### src/rtl/march_pkg.sv
package march_pkg;
  localparam int ELEM_W = 3;
  localparam logic [ELEM_W-1:0] LAST_ELEM = 3'd5;

  typedef enum logic [1:0] {S_IDLE, S_RUN, S_DRAIN} seq_state_e;

  // elements 1..4 are read-then-write
  function automatic logic elem_two_op(input logic [ELEM_W-1:0] e);
    return (e >= 3'd1) && (e <= 3'd4);
  endfunction

  // value expected by the read of an element
  function automatic logic elem_rd_val(input logic [ELEM_W-1:0] e);
    return (e == 3'd2) || (e == 3'd4);
  endfunction

  function automatic logic elem_down(input logic [ELEM_W-1:0] e);
    return (e == 3'd3) || (e == 3'd4);
  endfunction
endpackage

### src/rtl/march_addr_gen.sv
module march_addr_gen #(
  parameter int ROW_W = 3,
  parameter int COL_W = 2
) (
  input  logic             clk_i,
  input  logic             rst_ni,
  input  logic             scan_y_i,
  input  logic             load_i,
  input  logic             load_down_i,
  input  logic             step_i,
  output logic [ROW_W-1:0] row_o,
  output logic [COL_W-1:0] col_o,
  output logic             last_o
);
  logic [ROW_W-1:0] row_q, row_n;
  logic [COL_W-1:0] col_q, col_n;
  logic             down_q;
  logic             row_wrap, col_wrap;

  assign row_wrap = down_q ? (row_q == '0) : (&row_q);
  assign col_wrap = down_q ? (col_q == '0) : (&col_q);
  assign last_o   = row_wrap && col_wrap;

  always_comb begin
    row_n = row_q;
    col_n = col_q;
    if (!scan_y_i) begin
      row_n = down_q ? row_q - 1'b1 : row_q + 1'b1;
      if (row_wrap) col_n = down_q ? col_q - 1'b1 : col_q + 1'b1;
    end else begin
      col_n = down_q ? col_q - 1'b1 : col_q + 1'b1;
      if (col_wrap) row_n = down_q ? row_q - 1'b1 : row_q + 1'b1;
    end
  end

  always_ff @(posedge clk_i or negedge rst_ni) begin
    if (!rst_ni) begin
      row_q  <= '0;
      col_q  <= '0;
      down_q <= 1'b0;
    end else if (load_i) begin
      row_q  <= load_down_i ? '1 : '0;
      col_q  <= load_down_i ? '1 : '0;
      down_q <= load_down_i;
    end else if (step_i) begin
      row_q <= row_n;
      col_q <= col_n;
    end
  end

  assign row_o = row_q;
  assign col_o = col_q;
endmodule

### src/rtl/march_seq.sv
module march_seq
  import march_pkg::*;
#(
  parameter int ROW_W = 3,
  parameter int COL_W = 2
) (
  input  logic              clk_i,
  input  logic              rst_ni,
  input  logic              start_i,
  input  logic              scan_y_i,
  output logic [ROW_W-1:0]  row_o,
  output logic [COL_W-1:0]  col_o,
  output logic              we_o,
  output logic              re_o,
  output logic              bit_o,
  output logic [ELEM_W-1:0] elem_o,
  output logic              busy_o,
  output logic              done_o,
  output logic              clear_o
);
  seq_state_e        state_q;
  logic [ELEM_W-1:0] elem_q;
  logic              phase_q, scan_q, done_q;
  logic              running, start_acc, two_op, is_rd, adv, last, load, load_down, step;

  assign running   = (state_q == S_RUN);
  assign start_acc = (state_q == S_IDLE) && start_i;
  assign two_op    = elem_two_op(elem_q);
  assign is_rd     = (elem_q != '0) && !phase_q;
  assign adv       = running && (phase_q || !two_op);
  assign load      = start_acc || (adv && last && (elem_q != LAST_ELEM));
  assign load_down = start_acc ? 1'b0 : elem_down(elem_q + 3'd1);
  assign step      = adv && !last;

  march_addr_gen #(.ROW_W(ROW_W), .COL_W(COL_W)) u_addr (
    .clk_i      (clk_i),
    .rst_ni     (rst_ni),
    .scan_y_i   (scan_q),
    .load_i     (load),
    .load_down_i(load_down),
    .step_i     (step),
    .row_o      (row_o),
    .col_o      (col_o),
    .last_o     (last)
  );

  always_ff @(posedge clk_i or negedge rst_ni) begin
    if (!rst_ni) begin
      state_q <= S_IDLE;
      elem_q  <= '0;
      phase_q <= 1'b0;
      scan_q  <= 1'b0;
      done_q  <= 1'b0;
    end else begin
      done_q <= (state_q == S_DRAIN);
      case (state_q)
        S_IDLE: if (start_i) begin
          state_q <= S_RUN;
          elem_q  <= '0;
          phase_q <= 1'b0;
          scan_q  <= scan_y_i;
        end
        S_RUN: begin
          if (two_op && !phase_q) phase_q <= 1'b1;
          else begin
            phase_q <= 1'b0;
            if (last) begin
              if (elem_q == LAST_ELEM) state_q <= S_DRAIN;
              else                     elem_q  <= elem_q + 3'd1;
            end
          end
        end
        default: state_q <= S_IDLE;  // drain: last compare lands this cycle
      endcase
    end
  end

  assign we_o    = running && !is_rd;
  assign re_o    = running && is_rd;
  assign bit_o   = is_rd ? elem_rd_val(elem_q) : (phase_q && !elem_rd_val(elem_q));
  assign elem_o  = elem_q;
  assign busy_o  = (state_q != S_IDLE);
  assign done_o  = done_q;
  assign clear_o = start_acc;
endmodule

### src/rtl/march_cmp.sv
module march_cmp
  import march_pkg::*;
#(
  parameter int ROW_W  = 3,
  parameter int COL_W  = 2,
  parameter int DATA_W = 8,
  parameter int ERR_W  = 16
) (
  input  logic              clk_i,
  input  logic              rst_ni,
  input  logic              clear_i,
  input  logic              rd_i,
  input  logic              exp_i,
  input  logic [ROW_W-1:0]  row_i,
  input  logic [COL_W-1:0]  col_i,
  input  logic [ELEM_W-1:0] elem_i,
  input  logic [DATA_W-1:0] rdata_i,
  output logic              fail_o,
  output logic [ROW_W-1:0]  fail_row_o,
  output logic [COL_W-1:0]  fail_col_o,
  output logic [ELEM_W-1:0] fail_elem_o,
  output logic [DATA_W-1:0] fail_data_o,
  output logic [ERR_W-1:0]  err_cnt_o
);
  logic              pend_q, exp_q, fail_q;
  logic [ROW_W-1:0]  prow_q, frow_q;
  logic [COL_W-1:0]  pcol_q, fcol_q;
  logic [ELEM_W-1:0] pelem_q, felem_q;
  logic [DATA_W-1:0] fdata_q;
  logic [ERR_W-1:0]  err_q;
  logic              mism;

  assign mism = pend_q && (rdata_i != {DATA_W{exp_q}});

  always_ff @(posedge clk_i or negedge rst_ni) begin
    if (!rst_ni) begin
      pend_q  <= 1'b0;
      exp_q   <= 1'b0;
      prow_q  <= '0;
      pcol_q  <= '0;
      pelem_q <= '0;
      fail_q  <= 1'b0;
      frow_q  <= '0;
      fcol_q  <= '0;
      felem_q <= '0;
      fdata_q <= '0;
      err_q   <= '0;
    end else if (clear_i) begin
      pend_q  <= 1'b0;
      fail_q  <= 1'b0;
      frow_q  <= '0;
      fcol_q  <= '0;
      felem_q <= '0;
      fdata_q <= '0;
      err_q   <= '0;
    end else begin
      pend_q <= rd_i;
      if (rd_i) begin
        exp_q   <= exp_i;
        prow_q  <= row_i;
        pcol_q  <= col_i;
        pelem_q <= elem_i;
      end
      if (mism) begin
        fail_q <= 1'b1;
        if (!fail_q) begin
          frow_q  <= prow_q;
          fcol_q  <= pcol_q;
          felem_q <= pelem_q;
          fdata_q <= rdata_i;
        end
        if (err_q != '1) err_q <= err_q + 1'b1;
      end
    end
  end

  assign fail_o      = fail_q;
  assign fail_row_o  = frow_q;
  assign fail_col_o  = fcol_q;
  assign fail_elem_o = felem_q;
  assign fail_data_o = fdata_q;
  assign err_cnt_o   = err_q;
endmodule

### src/rtl/march_bist.sv
module march_bist
  import march_pkg::*;
#(
  parameter int ROW_W  = 3,
  parameter int COL_W  = 2,
  parameter int DATA_W = 8,
  parameter int ERR_W  = 16
) (
  input  logic              clk_i,
  input  logic              rst_ni,
  input  logic              start_i,
  input  logic              scan_y_i,
  output logic [ROW_W-1:0]  mem_row_o,
  output logic [COL_W-1:0]  mem_col_o,
  output logic              mem_we_o,
  output logic              mem_re_o,
  output logic [DATA_W-1:0] mem_wdata_o,
  input  logic [DATA_W-1:0] mem_rdata_i,
  output logic              busy_o,
  output logic              done_o,
  output logic              fail_o,
  output logic [ROW_W-1:0]  fail_row_o,
  output logic [COL_W-1:0]  fail_col_o,
  output logic [2:0]        fail_elem_o,
  output logic [DATA_W-1:0] fail_data_o,
  output logic [ERR_W-1:0]  err_cnt_o
);
  logic              op_bit, clear;
  logic [ELEM_W-1:0] elem;

  march_seq #(.ROW_W(ROW_W), .COL_W(COL_W)) u_seq (
    .clk_i   (clk_i),
    .rst_ni  (rst_ni),
    .start_i (start_i),
    .scan_y_i(scan_y_i),
    .row_o   (mem_row_o),
    .col_o   (mem_col_o),
    .we_o    (mem_we_o),
    .re_o    (mem_re_o),
    .bit_o   (op_bit),
    .elem_o  (elem),
    .busy_o  (busy_o),
    .done_o  (done_o),
    .clear_o (clear)
  );

  assign mem_wdata_o = {DATA_W{op_bit}};

  march_cmp #(.ROW_W(ROW_W), .COL_W(COL_W), .DATA_W(DATA_W), .ERR_W(ERR_W)) u_cmp (
    .clk_i      (clk_i),
    .rst_ni     (rst_ni),
    .clear_i    (clear),
    .rd_i       (mem_re_o),
    .exp_i      (op_bit),
    .row_i      (mem_row_o),
    .col_i      (mem_col_o),
    .elem_i     (elem),
    .rdata_i    (mem_rdata_i),
    .fail_o     (fail_o),
    .fail_row_o (fail_row_o),
    .fail_col_o (fail_col_o),
    .fail_elem_o(fail_elem_o),
    .fail_data_o(fail_data_o),
    .err_cnt_o  (err_cnt_o)
  );
endmodule

### config.mk
export PLATFORM = sky130hd
export DESIGN_NAME = march_bist
export DESIGN_NICKNAME = d
export VERILOG_FILES = /design/src/rtl/march_pkg.sv /design/src/rtl/march_addr_gen.sv /design/src/rtl/march_seq.sv /design/src/rtl/march_cmp.sv /design/src/rtl/march_bist.sv
export SDC_FILE = /design/constraint.sdc
export NUM_CORES = 1
export LEC_CHECK = 0
export ABC_AREA = 1
export BUFFER_PORTS_ARGS = -buffer_cell sky130_fd_sc_hd__buf_2
export CORE_MARGIN = 5
export CORE_UTILIZATION = 40
export CTS_CLUSTER_DIAMETER = 200
export CTS_CLUSTER_SIZE = 25
export DETAILED_ROUTE_END_ITERATION = 10
export SETUP_SLACK_MARGIN = 0.02
export SLEW_MARGIN = 20
export SYNTH_ARGS = -nofsm -noshare
export SYNTH_HDL_FRONTEND = slang
export SYNTH_SLANG_ARGS = --single-unit
### constraint.sdc
create_clock -name clk_i -period 3.59 [get_ports clk_i]
set_input_delay 0.1795 -clock clk_i [delete_from_list [all_inputs] [get_ports clk_i]]
set_output_delay 0.1795 -clock clk_i [all_outputs]
set_load 0.01 [all_outputs]
==> results of run 1 <==
[critical path, delay by kind of cell (launching register included)]
family / cells / cell delay [ns]
flip-flops: 1 / 0.38
buffers and inverters: 4 / 1.00
AND/OR/NAND/NOR: 6 / 0.77
[metrics by stage]
stage          power (uW)  hold slack [ns]  instances  instance area, sq um
2_1_floorplan        1989          -0.1161        416                  3209
4_1_cts              2809          0.04886        575                  3697
3_3_place_gp         2254           0.3436        560                  3518
5_1_grt              3038          0.08128        575                  3697
6_report             2767          0.07329        575                  3697
3_5_place_dp         2278           0.3483        560                  3518
[cell usage after synthesis (7+ instances only)]
cell     instances  area (sq um)
nand3_1         41         205.2
nor2_1          28         105.1
nand4_1         21         131.4
o21ai_0         18         90.09
xor2_1          10         87.58
a21oi_1          7         35.03
inv_1           34         127.6
buf_4           10         75.07
ha_1             7         87.58
o21ai_1          7         35.03
dfrtp_1         57          1426
nand2_1        135         506.7
[sequential cells by signal, summed over array words and instances, names as in the netlist, 2 cells and up]
signal,flops
u_cmp.prow_q,3
u_seq.elem_o,3
u_cmp.fail_row_o,3
u_seq.u_addr.col_o,2
u_cmp.pelem_q,3
u_seq.state_q,2
u_cmp.pcol_q,2
u_cmp.fail_data_o,8
u_cmp.err_cnt_o,16
u_seq.u_addr.row_o,3
u_cmp.fail_elem_o,3
u_cmp.fail_col_o,2
[metal layers]
layer | part of all wire (%) | track usage, % | vias to the layer above | wire [um]
li1 | - | - | 1447 | -
met2 | 46 | 22.88 | 59 | 3298
met5 | 0 | 0 | - | 0
met3 | 6.1 | 5.540 | 4 | 435
met4 | 0.67 | 3.887 | 0 | 48
met1 | 47 | 20.03 | 1282 | 3341
[final cells by class]
| type | instances | area [sq um] | area share, % |
|---|---|---|---|
| clock inverter | 3 | 17.52 | 0.4738 |
| clock buffer | 11 | 151.4 | 4.095 |
| inverter | 39 | 146.4 | 3.959 |
| sequential | 57 | 1426 | 38.58 |
| tap | 102 | 127.6 | 3.452 |
| multi-input combinational | 299 | 1498 | 40.51 |
| timing repair buffer | 64 | 330.3 | 8.934 |
[worst min-delay path by stage]
stage	cells past startpoint	slack, ns	endpoint	startpoint
after floorplan	0	-0.12	u_cmp.err_cnt_o[0]	rst_ni
after global placement	1	0.34	u_seq.done_o	rst_ni
after detailed placement	1	0.35	u_seq.done_o	rst_ni
after CTS	3	0.05	u_seq.scan_q	scan_y_i
after global routing	3	0.08	u_seq.scan_q	scan_y_i
final	3	0.07	u_seq.scan_q	scan_y_i
[cells in the final DEF, fill, tap and decap left out]
master	Yosys	routed
ha_1	7	7
buf_4	10	2
o21bai_1	2	2
or2_1	1	1
clkinv_1	1	1
nand2_4	1	1
inv_1	34	34
o21ai_1	7	7
buf_2	5	61
clkbuf_8	0	11
nand3b_1	1	1
nor2_2	2	2
inv_2	4	4
nand2_2	2	2
a21oi_1	7	7
nand3_2	3	3
o21ai_2	1	1
fa_1	1	1
nand3_1	41	41
clkinv_2	0	2
o21ai_0	18	18
clkinvlp_4	0	1
dfrtp_1	57	57
nor3_1	3	3
nand2_1	135	135
xor2_1	10	10
nor2_1	28	28
xnor2_1	3	3
nand4_1	21	21
nor2_4	3	3
o211ai_1	2	2
dlygate4sd3_1	0	1
[power breakdown]
part	switching, uW	internal, uW
clock	237	277
sequential	176	834
combinational	822	420
total	1240	1530
[cell families after synthesis]
group                    count (synthesis)  share of synthesized area (%)
XOR/XNOR                                13                          3.548
flip-flops                              57                          44.44
buffers and inverters                   60                          8.888
AND/OR/NAND/NOR                        241                          33.57
AO/OA/AOI/OAI                           37                          6.198
adder cells (fa/ha/maj)                  8                          3.353
==> run summary, run 1 <==
ROUTING
--------------------------------------------------------------------------------------------------------
Pre-antenna DRT Iters .....................................................................            4
Via count .................................................................................         2792
Remaining routing DRC violations ..........................................................            0
First-iteration detailed-routing DRC count ................................................          129
Avg WL per Cell ...........................................................................     12.39 um
Drt total wl ..............................................................................      7123 um
Final antenna-violating net count .........................................................            0
Routed vias/inst ..........................................................................        4.856

PLACED DESIGN
--------------------------------------------------------------------------------------------------------
Detail Placement HPWL .....................................................................      5248 um
Port Buffer Count .........................................................................           61
Routability congestion estimate ...........................................................       0.8054
Worst setup slack before clock tree synthesis .............................................     1.302 ns

CLOCK TREE
--------------------------------------------------------------------------------------------------------
Clock buffers created by TritonCTS ........................................................            9
Count of cells resized by post-cts repair .................................................            0
# Post-CTS Setup Buffers ..................................................................            0
Insertion delay of the later-clocked pin in the worst-skew pair ...........................      0.33 ns
Cell at the root of the clock tree ........................................................     clkbuf_8
Total number of H-tree levels .............................................................            3
Hold-fix buffer count after cts ...........................................................            1
Clk sinks .................................................................................           57
CTS tree ..................................................................................        built
Clock Tree Buf Depth ......................................................................            2
Post-CTS clock slew at the launch and capture registers of the worst setup and hold paths .      0.06 ns

SYNTH
--------------------------------------------------------------------------------------------------------
Sequential fraction of the synthesis area .................................................       44.44%
Gate count of the mapped netlist ..........................................................          416
Synth warn ................................................................................            0
Synthesized flop and latch total ..........................................................           57
Top_reg_cell synth ........................................................................      dfrtp_1
EDFF count, synth .........................................................................            0
Count of unique library cells instantiated by Yosys .......................................           31
Mean post-synth cell area .................................................................  7.715 sq um
Post-Synthesis Cell Area ..................................................................   3209 sq um
Fraction of synthesis flops using an asynchronous set or reset pin ........................       100.0%
Post-synth net total ......................................................................          436

SETUP PATH
--------------------------------------------------------------------------------------------------------
Critical Path Sink ........................................................................ u_cmp.err_cnt_o[4]
Capturing point of the worst reg2reg path ................................................. u_cmp.err_cnt_o[4]
Startpoint type of the worst setup path ...................................................     register
Arr. time, crit path ......................................................................      2.50 ns
Chain of cells forming the critical path .................................................. inv_1 -> nand2_1 -> nor2_1 -> buf_4 -> inv_2 -> nand2_1 -> nand2_4 -> inv_1 -> nand2_1 -> nand2_1
Worst setup path category ................................................................. register to register
Reg2reg path depth ........................................................................           10
Crit path capture type ....................................................................     register
Worst reg2reg startpoint .................................................................. u_seq.state_q[1]
Register-to-Register Setup Slack ..........................................................      1.30 ns
Crit path required time ...................................................................      3.80 ns
Worst-path cell with the longest stage delay ..............................................        inv_2
Launching instance or port of the critical path ........................................... u_seq.state_q[1]
Slowest stage delay, CP ...................................................................      0.58 ns
Highest fanout seen on the critical path ..................................................           51
CP dominant cell by count .................................................................      nand2_1

STA
--------------------------------------------------------------------------------------------------------
Final min period ..........................................................................     2.287 ns
Fin worst setup slack .....................................................................     1.303 ns
Worst clock skew on the final layout ......................................................  0.006932 ns
Rel. slew slack ...........................................................................       43.51%
Transition time at the pin with the least slew margin .....................................    0.8474 ns
Number of pins exceeding their max-slew limit in the final report .........................            0
Total count of hold-check failures in the final report ....................................            0
Sum Neg Setup Slack .......................................................................         0 ns
Fmax ......................................................................................   0.4373 GHz
Final clock period utilization by the worst path ..........................................       63.70%
Number of setup violations in the final report ............................................            0
RSZ-0062 raised after global routing ......................................................        false

STATUS
--------------------------------------------------------------------------------------------------------
Run status ................................................................................ finished, final reports clean

FINISH
--------------------------------------------------------------------------------------------------------
Fraction of final layout cells with drive strength greater than 1 .........................       19.66%
Number of inserted diodes .................................................................            0
Final core utilization ....................................................................       47.60%
# fillers .................................................................................          815
Number of nets at the end of the flow .....................................................          490
Signed area change from the synthesized netlist to the final layout .......................       15.20%

DIE
--------------------------------------------------------------------------------------------------------
Floorplan core area .......................................................................   7767 sq um
Effective utilization at floorplan ........................................................       41.32%
Area enclosed by the die boundary .........................................................   9914 sq um
Placement Rows ............................................................................           32
Horiz. Die Dim ............................................................................     99.57 um
Total I/O pin count .......................................................................           62
Vertical extent of the die ................................................................     99.57 um

HOLD PATH
--------------------------------------------------------------------------------------------------------
Hold crit path type ....................................................................... primary input to register

POWER
--------------------------------------------------------------------------------------------------------
Power per cell area ....................................................................... 748.4 nW/um^2
Leakage ...................................................................................  0.002050 uW
Worst VDD drop ............................................................................    0.3275 mV

GLOBAL ROUTING
--------------------------------------------------------------------------------------------------------
Initial antenna violation count ...........................................................            0
Gr usage total ............................................................................       14.95%
First-pass GRT wire length ................................................................     12040 um
Pin count of the biggest net entering global routing ......................................           52
Vias in the first global route ............................................................         2552
Aggregate global routing overflow .........................................................            0

JOB
--------------------------------------------------------------------------------------------------------
Max_cap viols .............................................................................            0

No activity file was read; power rests on OpenSTA's default activity.
==> run 2: changes to the inputs <==
==> constraint.sdc (replaced) <==
create_clock -name clk_i -period 2.06 [get_ports clk_i]
set_input_delay 0.103 -clock clk_i [delete_from_list [all_inputs] [get_ports clk_i]]
set_output_delay 0.103 -clock clk_i [all_outputs]
set_load 0.01 [all_outputs]
==> run 2 against run 1 <==
Net effect:
- worst setup slack got worse by 1.1 ns
- cell area increased by 3.3%
- clock power increased by 100%
- flip-flop and latch count unchanged
- largest cell class unchanged
- clock skew increased by 0.0073 ns
- critical path depth decreased by 1
- sequential share of layout area decreased by 1.2 points
- sequential power increased by 76%
- utilization increased by 1.6 points
- via count increased by 1.6%
==> run summary, run 2 (synthesized netlist as in run 1, its figures left out) <==
STATUS
--------------------------------------------------------------------------------------------------------
Run status ................................................................................ finished, final reports clean   unchanged

HOLD PATH
--------------------------------------------------------------------------------------------------------
Cell depth of the worst hold path .........................................................            3   unchanged
Worst min-delay path endpoint ............................................................. u_cmp.fail_data_o[3]   was u_seq.scan_q
Startpoint of the most critical hold path ................................................. mem_rdata_i[3]   was scan_y_i
Hold crit path type ....................................................................... primary input to register   unchanged

PLACED DESIGN
--------------------------------------------------------------------------------------------------------
Port Buffer Count .........................................................................           61   unchanged
Placed Instances ..........................................................................          563   was 560
Detail Placement HPWL .....................................................................      5482 um   was 5248 um
Routability congestion estimate ...........................................................       0.8138   was 0.8054
Cell area after placement .................................................................   3541 sq um   was 3518 sq um

GLOBAL ROUTING
--------------------------------------------------------------------------------------------------------
Vias in the first global route ............................................................         2630   was 2552
Gr usage total ............................................................................       15.82%   was 14.95%
Initial antenna violation count ...........................................................            0   unchanged
Aggregate global routing overflow .........................................................            0   unchanged
First-pass GRT wire length ................................................................     12710 um   was 12040 um
Pin count of the biggest net entering global routing ......................................           58   was 52

POWER
--------------------------------------------------------------------------------------------------------
Power share of the sequential group .......................................................        34.1%   was 36.5%
Power per cell area ....................................................................... 1363 nW/um^2   was 748.4 nW/um^2
Power share of the combinational group ....................................................        45.9%   was 44.9%
Pint ......................................................................................      2884 uW   was 1532 uW
Switching component of the power ..........................................................      2320 uW   was 1235 uW
Clock network power share .................................................................        20.0%   was 18.6%
Worst VDD drop ............................................................................    0.6011 mV   was 0.3275 mV
Net Sw Frac ...............................................................................       44.58%   was 44.65%
Leakage ...................................................................................  0.002086 uW   was 0.002050 uW

CLOCK TREE
--------------------------------------------------------------------------------------------------------
Post-CTS clock slew at the launch and capture registers of the worst setup and hold paths .      0.07 ns   was 0.06 ns
Clock buffers created by TritonCTS ........................................................            9   unchanged
Insertion delay of the later-clocked pin in the worst-skew pair ...........................      0.34 ns   was 0.33 ns
Cell at the root of the clock tree ........................................................     clkbuf_8   unchanged
Clock Tree Buf Depth ......................................................................            2   unchanged
Total number of H-tree levels .............................................................            3   unchanged
CTS tree ..................................................................................        built   unchanged
Clk sinks .................................................................................           57   unchanged

STA
--------------------------------------------------------------------------------------------------------
RSZ-0062 raised after global routing ......................................................        false   unchanged
Total count of hold-check failures in the final report ....................................            0   unchanged
Number of pins exceeding their max-slew limit in the final report .........................            0   unchanged
Rel. slew slack ...........................................................................       51.32%   was 43.51%
Final min period ..........................................................................     1.907 ns
Worst clock skew on the final layout ......................................................   0.01419 ns   was 0.006932 ns
Transition time at the pin with the least slew margin .....................................    0.7302 ns   was 0.8474 ns
Fmax ......................................................................................   0.5245 GHz
Final clock period utilization by the worst path ..........................................       92.56%
Sum Neg Setup Slack .......................................................................         0 ns   unchanged
Minimum hold slack ........................................................................   0.02879 ns   was 0.07329 ns
Number of setup violations in the final report ............................................            0   unchanged

DIE
--------------------------------------------------------------------------------------------------------
Placement Rows ............................................................................           32   unchanged
Vertical extent of the die ................................................................     99.57 um   unchanged
Area enclosed by the die boundary .........................................................   9914 sq um   unchanged
Effective utilization at floorplan ........................................................       41.32%   unchanged
Horiz. Die Dim ............................................................................     99.57 um   unchanged
Floorplan core area .......................................................................   7767 sq um   unchanged
Total I/O pin count .......................................................................           62   unchanged

SETUP PATH
--------------------------------------------------------------------------------------------------------
Register-to-Register Setup Slack ..........................................................      0.24 ns   was 1.30 ns
Crit path required time ...................................................................      1.96 ns   was 3.80 ns
Highest fanout seen on the critical path ..................................................            8   was 51
Reg2reg path depth ........................................................................           10   unchanged
Worst reg2reg startpoint .................................................................. u_cmp.err_cnt_o[0]   was u_seq.state_q[1]
Arr. time, crit path ......................................................................      1.80 ns   was 2.50 ns
Crit path capture type .................................................................... primary output   was register
Startpoint type of the worst setup path ...................................................     register   unchanged
Worst setup path category ................................................................. register to primary output   was register to register
Capturing point of the worst reg2reg path ................................................. u_cmp.err_cnt_o[5]   was u_cmp.err_cnt_o[4]

FINISH
--------------------------------------------------------------------------------------------------------
Number of nets at the end of the flow .....................................................          496   was 490
Final instance count without filler cells .................................................          583   was 575
# fillers .................................................................................          789   was 815
Most common cell after layout, fill and taps aside ........................................      nand2_1   unchanged
Signed area change from the synthesized netlist to the final layout .......................       18.99%   was 15.20%
Number of inserted diodes .................................................................            0   unchanged
Max reg flops .............................................................................           16   unchanged
Final core utilization ....................................................................       49.16%   was 47.60%
Top library cells by usage in the layout, fill and taps aside ............................. nand2_1, buf_2, dfrtp_1   unchanged
Fraction of final layout cells with drive strength greater than 1 .........................       22.45%   was 19.66%
Final design instance area without fill ...................................................   3819 sq um   was 3697 sq um

JOB
--------------------------------------------------------------------------------------------------------
Max_cap viols .............................................................................            0   unchanged

ROUTING
--------------------------------------------------------------------------------------------------------
Drt total wl ..............................................................................      7589 um   was 7123 um
Pre-antenna DRT Iters .....................................................................            4   unchanged
Via count .................................................................................         2837   was 2792
Routed vias/inst ..........................................................................        4.866   was 4.856
First-iteration detailed-routing DRC count ................................................          122   was 129
Final antenna-violating net count .........................................................            0   unchanged
Avg WL per Cell ...........................................................................     13.02 um   was 12.39 um
Remaining routing DRC violations ..........................................................            0   unchanged

## run 2: changes by cell type in the layout (fill, tap and decap cells not counted), moves of 3 or more
| cell | before | now |
|---|---|---|
| inv_1 | 34 | 31 |
| buf_4 | 2 | 7 |
| buf_2 | 61 | 57 |
| buf_6 | 0 | 4 |
## run 2: repair_timing
action                                  4_1_cts  5_1_grt
gates resized for setup                       2       13
gates cloned                                  0        0
endpoints found under the hold margin        58        0
hold buffers                                  2        0
setup buffers                                 0        2
endpoints found under the setup margin        8       11
pin swaps                                     0        1
## run 2: worst max-delay path, cell delays in order (launching register included)
cell and delay, ns:
dfrtp_2 0.45, inv_4 0.07, ha_1 0.18, inv_1 0.06
nand2_1 0.05, o21ai_1 0.07, inv_2 0.09, nor2_2 0.05
a21oi_4 0.24, buf_2 0.19
## run 2: per-stage QoR
step           worst slack, ns  total power [uW]
3_5_place_dp            0.1871              4023
4_1_cts                0.05355              5111
5_1_grt                0.01408              5626
6_report                0.1533              5204
3_3_place_gp            0.2573              3986
2_1_floorplan           0.4285              3467
## run 2: how the worst max path moves through the flow
| stage | startpoint | endpoint | cells past startpoint |
|---|---|---|---|
| global placement | u_seq.elem_o[1] | u_seq.u_addr.row_o[0] | 11 |
| detailed placement | u_seq.elem_o[0] | u_seq.u_addr.row_o[2] | 11 |
| floorplan | u_seq.elem_o[0] | u_seq.u_addr.row_o[0] | 11 |
| CTS | u_seq.elem_o[0] | mem_wdata_o[1] | 9 |
| finish | u_seq.elem_o[0] | mem_wdata_o[5] | 9 |
| global route | u_seq.elem_o[1] | mem_wdata_o[7] | 9 |
## run 2: power groups by stage
stage	sequential, uW	clock (uW)	combinational, uW
6_report	1780	1040	2390
2_1_floorplan	1800	0	1660
5_1_grt	1820	1110	2700
3_5_place_dp	1780	0	2240
4_1_cts	1760	1060	2280
3_3_place_gp	1760	0	2220
## run 2: metal layers
metal,up-vias,track usage (%),part of all wire (%)
met5,-,0,0
met4,0,6.303,1.5
met3,10,3.576,5.2
met2,66,23.30,44
met1,1296,22.53,49
li1,1465,-,-
## run 2: area by class of cell
class	instances	area, sq um	share of cell area [%]
clock buffer	9	123.9	3.244
clock inverter	7	71.32	1.868
inverter	39	148.9	3.899
multi-input combinational	299	1515	39.68
sequential	57	1429	37.42
tap	102	127.6	3.342
timing repair buffer	70	402.9	10.55
==> run 3: changes to the inputs <==
--- a/config.mk
+++ b/config.mk
@@ -7,7 +7,7 @@
 export LEC_CHECK = 0
 export ABC_AREA = 1
 export BUFFER_PORTS_ARGS = -buffer_cell sky130_fd_sc_hd__buf_2
-export CORE_MARGIN = 5
+export CORE_MARGIN = 4
 export CORE_UTILIZATION = 40
 export CTS_CLUSTER_DIAMETER = 200
 export CTS_CLUSTER_SIZE = 25
==> run 3 against run 2 <==
Net effect:
- sequential share of layout area is essentially flat
- combinational power grew 8%
- clock power grew 4%
- largest cell class unchanged
- clock skew shrank 0.0033 ns
- routed wire length grew 0.42%
- non-clock buffer count grew 2
- count of clock-buffer cells in the layout grew 1
- via count shrank 0.46%
==> run summary, run 3 (synthesized netlist as in run 1, its figures left out) <==
POWER
--------------------------------------------------------------------------------------------------------
Leakage ...................................................................................  0.002098 uW   was 0.002086 uW
Power per cell area ....................................................................... 1427 nW/um^2   was 1363 nW/um^2
Worst VDD drop ............................................................................    0.6154 mV   was 0.6011 mV

CLOCK TREE
--------------------------------------------------------------------------------------------------------
Clk sinks .................................................................................           57   unchanged
Post-CTS clock slew at the launch and capture registers of the worst setup and hold paths .      0.07 ns   about the same
Clock Tree Buf Depth ......................................................................            2   unchanged
CTS tree ..................................................................................        built   unchanged
Total number of H-tree levels .............................................................            3   unchanged
Clock buffers created by TritonCTS ........................................................            9   unchanged
Cell at the root of the clock tree ........................................................     clkbuf_8   unchanged
Insertion delay of the later-clocked pin in the worst-skew pair ...........................      0.33 ns   was 0.34 ns

FINISH
--------------------------------------------------------------------------------------------------------
Top library cells by usage in the layout, fill and taps aside ............................. nand2_1, buf_2, dfrtp_1   unchanged
Final core utilization ....................................................................       49.07%   was 49.16%
Most common cell after layout, fill and taps aside ........................................      nand2_1   unchanged
Max reg flops .............................................................................           16   unchanged
# fillers .................................................................................          795   was 789
Signed area change from the synthesized netlist to the final layout .......................       18.75%   was 18.99%
Fraction of final layout cells with drive strength greater than 1 .........................       22.15%   was 22.45%
Final instance count without filler cells .................................................          585   was 583
Number of inserted diodes .................................................................            0   unchanged
Number of nets at the end of the flow .....................................................          498   was 496
Final design instance area without fill ...................................................   3811 sq um   was 3819 sq um

STA
--------------------------------------------------------------------------------------------------------
RSZ-0062 raised after global routing ......................................................         true   was false
Fmax ......................................................................................   0.5194 GHz   was 0.5245 GHz
Total count of hold-check failures in the final report ....................................            0   unchanged
Number of setup violations in the final report ............................................            0   unchanged
Final min period ..........................................................................     1.925 ns   was 1.907 ns
Transition time at the pin with the least slew margin .....................................    0.4139 ns   was 0.7302 ns
Worst clock skew on the final layout ......................................................   0.01086 ns   was 0.01419 ns
Number of pins exceeding their max-slew limit in the final report .........................            0   unchanged
Rel. slew slack ...........................................................................       72.40%   was 51.32%
Final clock period utilization by the worst path ..........................................       93.45%   was 92.56%

GLOBAL ROUTING
--------------------------------------------------------------------------------------------------------
Pin count of the biggest net entering global routing ......................................           43   was 58
Initial antenna violation count ...........................................................            0   unchanged
First-pass GRT wire length ................................................................     12690 um   was 12710 um
Vias in the first global route ............................................................         2645   was 2630
Aggregate global routing overflow .........................................................            0   unchanged
Gr usage total ............................................................................       16.15%   was 15.82%

DIE
--------------------------------------------------------------------------------------------------------
Total I/O pin count .......................................................................           62   unchanged
Vertical extent of the die ................................................................     97.57 um   was 99.57 um
Floorplan core area .......................................................................   7767 sq um   unchanged
Effective utilization at floorplan ........................................................       41.32%   unchanged
Area enclosed by the die boundary .........................................................   9520 sq um   was 9914 sq um
Horiz. Die Dim ............................................................................     97.57 um   was 99.57 um
Placement Rows ............................................................................           32   unchanged

SETUP PATH
--------------------------------------------------------------------------------------------------------
Highest fanout seen on the critical path ..................................................            8   unchanged
Buffers plus inverters on the worst setup path ............................................            3   was 4
Worst-path cell with the longest stage delay ..............................................      dfrtp_2   unchanged
Startpoint type of the worst setup path ...................................................     register   unchanged
Crit path required time ...................................................................      1.96 ns   about the same
Arr. time, crit path ......................................................................      1.82 ns   was 1.80 ns
Critical path's top delay family ..........................................................   flip-flops   unchanged
Worst setup path category ................................................................. register to primary output   unchanged
Register-to-Register Setup Slack ..........................................................      0.23 ns   was 0.24 ns
Slowest stage delay, CP ...................................................................      0.43 ns   was 0.45 ns
Crit path capture type .................................................................... primary output   unchanged
Chain of cells forming the critical path .................................................. buf_4 -> ha_1 -> o21ai_0 -> inv_1 -> nor2_1 -> a21oi_4 -> buf_2   was inv_4 -> ha_1 -> inv_1 -> nand2_1 -> o21ai_1 -> inv_2 -> nor2_2 -> a21oi_4 -> buf_2

ROUTING
--------------------------------------------------------------------------------------------------------
Pre-antenna DRT Iters .....................................................................            4   unchanged
Drt total wl ..............................................................................      7621 um   was 7589 um
Via count .................................................................................         2824   was 2837
Avg WL per Cell ...........................................................................     13.03 um   was 13.02 um
Remaining routing DRC violations ..........................................................            0   unchanged
First-iteration detailed-routing DRC count ................................................          132   was 122
Final antenna-violating net count .........................................................            0   unchanged
Routed vias/inst ..........................................................................        4.827   was 4.866

PLACED DESIGN
--------------------------------------------------------------------------------------------------------
Port Buffer Count .........................................................................           61   unchanged
Routability congestion estimate ...........................................................       0.8169   was 0.8138
Cell area after placement .................................................................   3548 sq um   was 3541 sq um
Placed Instances ..........................................................................          564   was 563
Detail Placement HPWL .....................................................................      5548 um   was 5482 um

HOLD PATH
--------------------------------------------------------------------------------------------------------
Hold crit path type ....................................................................... primary input to register   unchanged

JOB
--------------------------------------------------------------------------------------------------------
Max_cap viols .............................................................................            0   unchanged

STATUS
--------------------------------------------------------------------------------------------------------
Run status ................................................................................ finished, final reports clean   unchanged

==> run 3: worst paths after layout <==
check                                        start                    end  cells after the start
worst max-delay path               u_seq.elem_o[1]         mem_wdata_o[4]                      7
worst min-delay path                mem_rdata_i[5]   u_cmp.fail_data_o[5]                      3
worst max register to register  u_cmp.err_cnt_o[0]    u_cmp.err_cnt_o[15]                     10
worst min register to register    u_seq.state_q[0]           u_seq.done_o                      1
max in group asynchronous                   rst_ni        u_seq.elem_o[1]                      3
min in group asynchronous                   rst_ni  u_seq.u_addr.col_o[1]                      3
==> run 3: per-layer routing <==
metal	track usage [%]	share of wire (%)	vias up
met5	0	0	-
met4	6.070	1.6	0
met3	2.943	4.7	11
met2	24.46	46	56
met1	22.97	48	1296
li1	-	-	1461
==> run 3: stage by stage <==
step / TNS (ns) / hold WS [ns] / total power, uW / setup WS, ns
global placement: 0 / 0.1386 / 3992 / 0.2262
floorplan: 0 / -0.1926 / 3467 / 0.4285
finish: 0 / 0.04353 / 5440 / 0.1349
detailed placement: 0 / 0.1391 / 4025 / 0.1876
CTS: 0 / 0.03265 / 5124 / 0.04328
global route: -0.03356 / 0.04072 / 5924 / -0.006028
==> run 3: what timing repair did <==
item / 4_1_cts / 5_1_grt
hold buffers: 2 / 0
endpoints found under the setup margin: 8 / 17
buffers inserted: 0 / 3
pin swaps: 0 / 0
hold endpoints to repair: 58 / 0
resized for setup: 1 / 5
==> run 3: worst min-delay path: cells and delay by family <==
family        cells  cell delay, ns
buf+inv           1            0.11
simple gates      2            0.13
==> run 3: cell type report <==
class	instances	area [sq um]	share of cell area (%)
multi-input combinational	299	1511	39.66
sequential	57	1428	37.46
timing repair buffer	72	392.9	10.31
inverter	39	146.4	3.841
clock buffer	10	137.6	3.611
tap	102	127.6	3.349
clock inverter	6	67.56	1.773
==> run 3: report_power, final <==
part           total [uW]  switching, uW  internal (uW)
combinational        2580           1690            888
clock                1080            483            593
sequential           1790            311           1480
total                5440           2480           2960
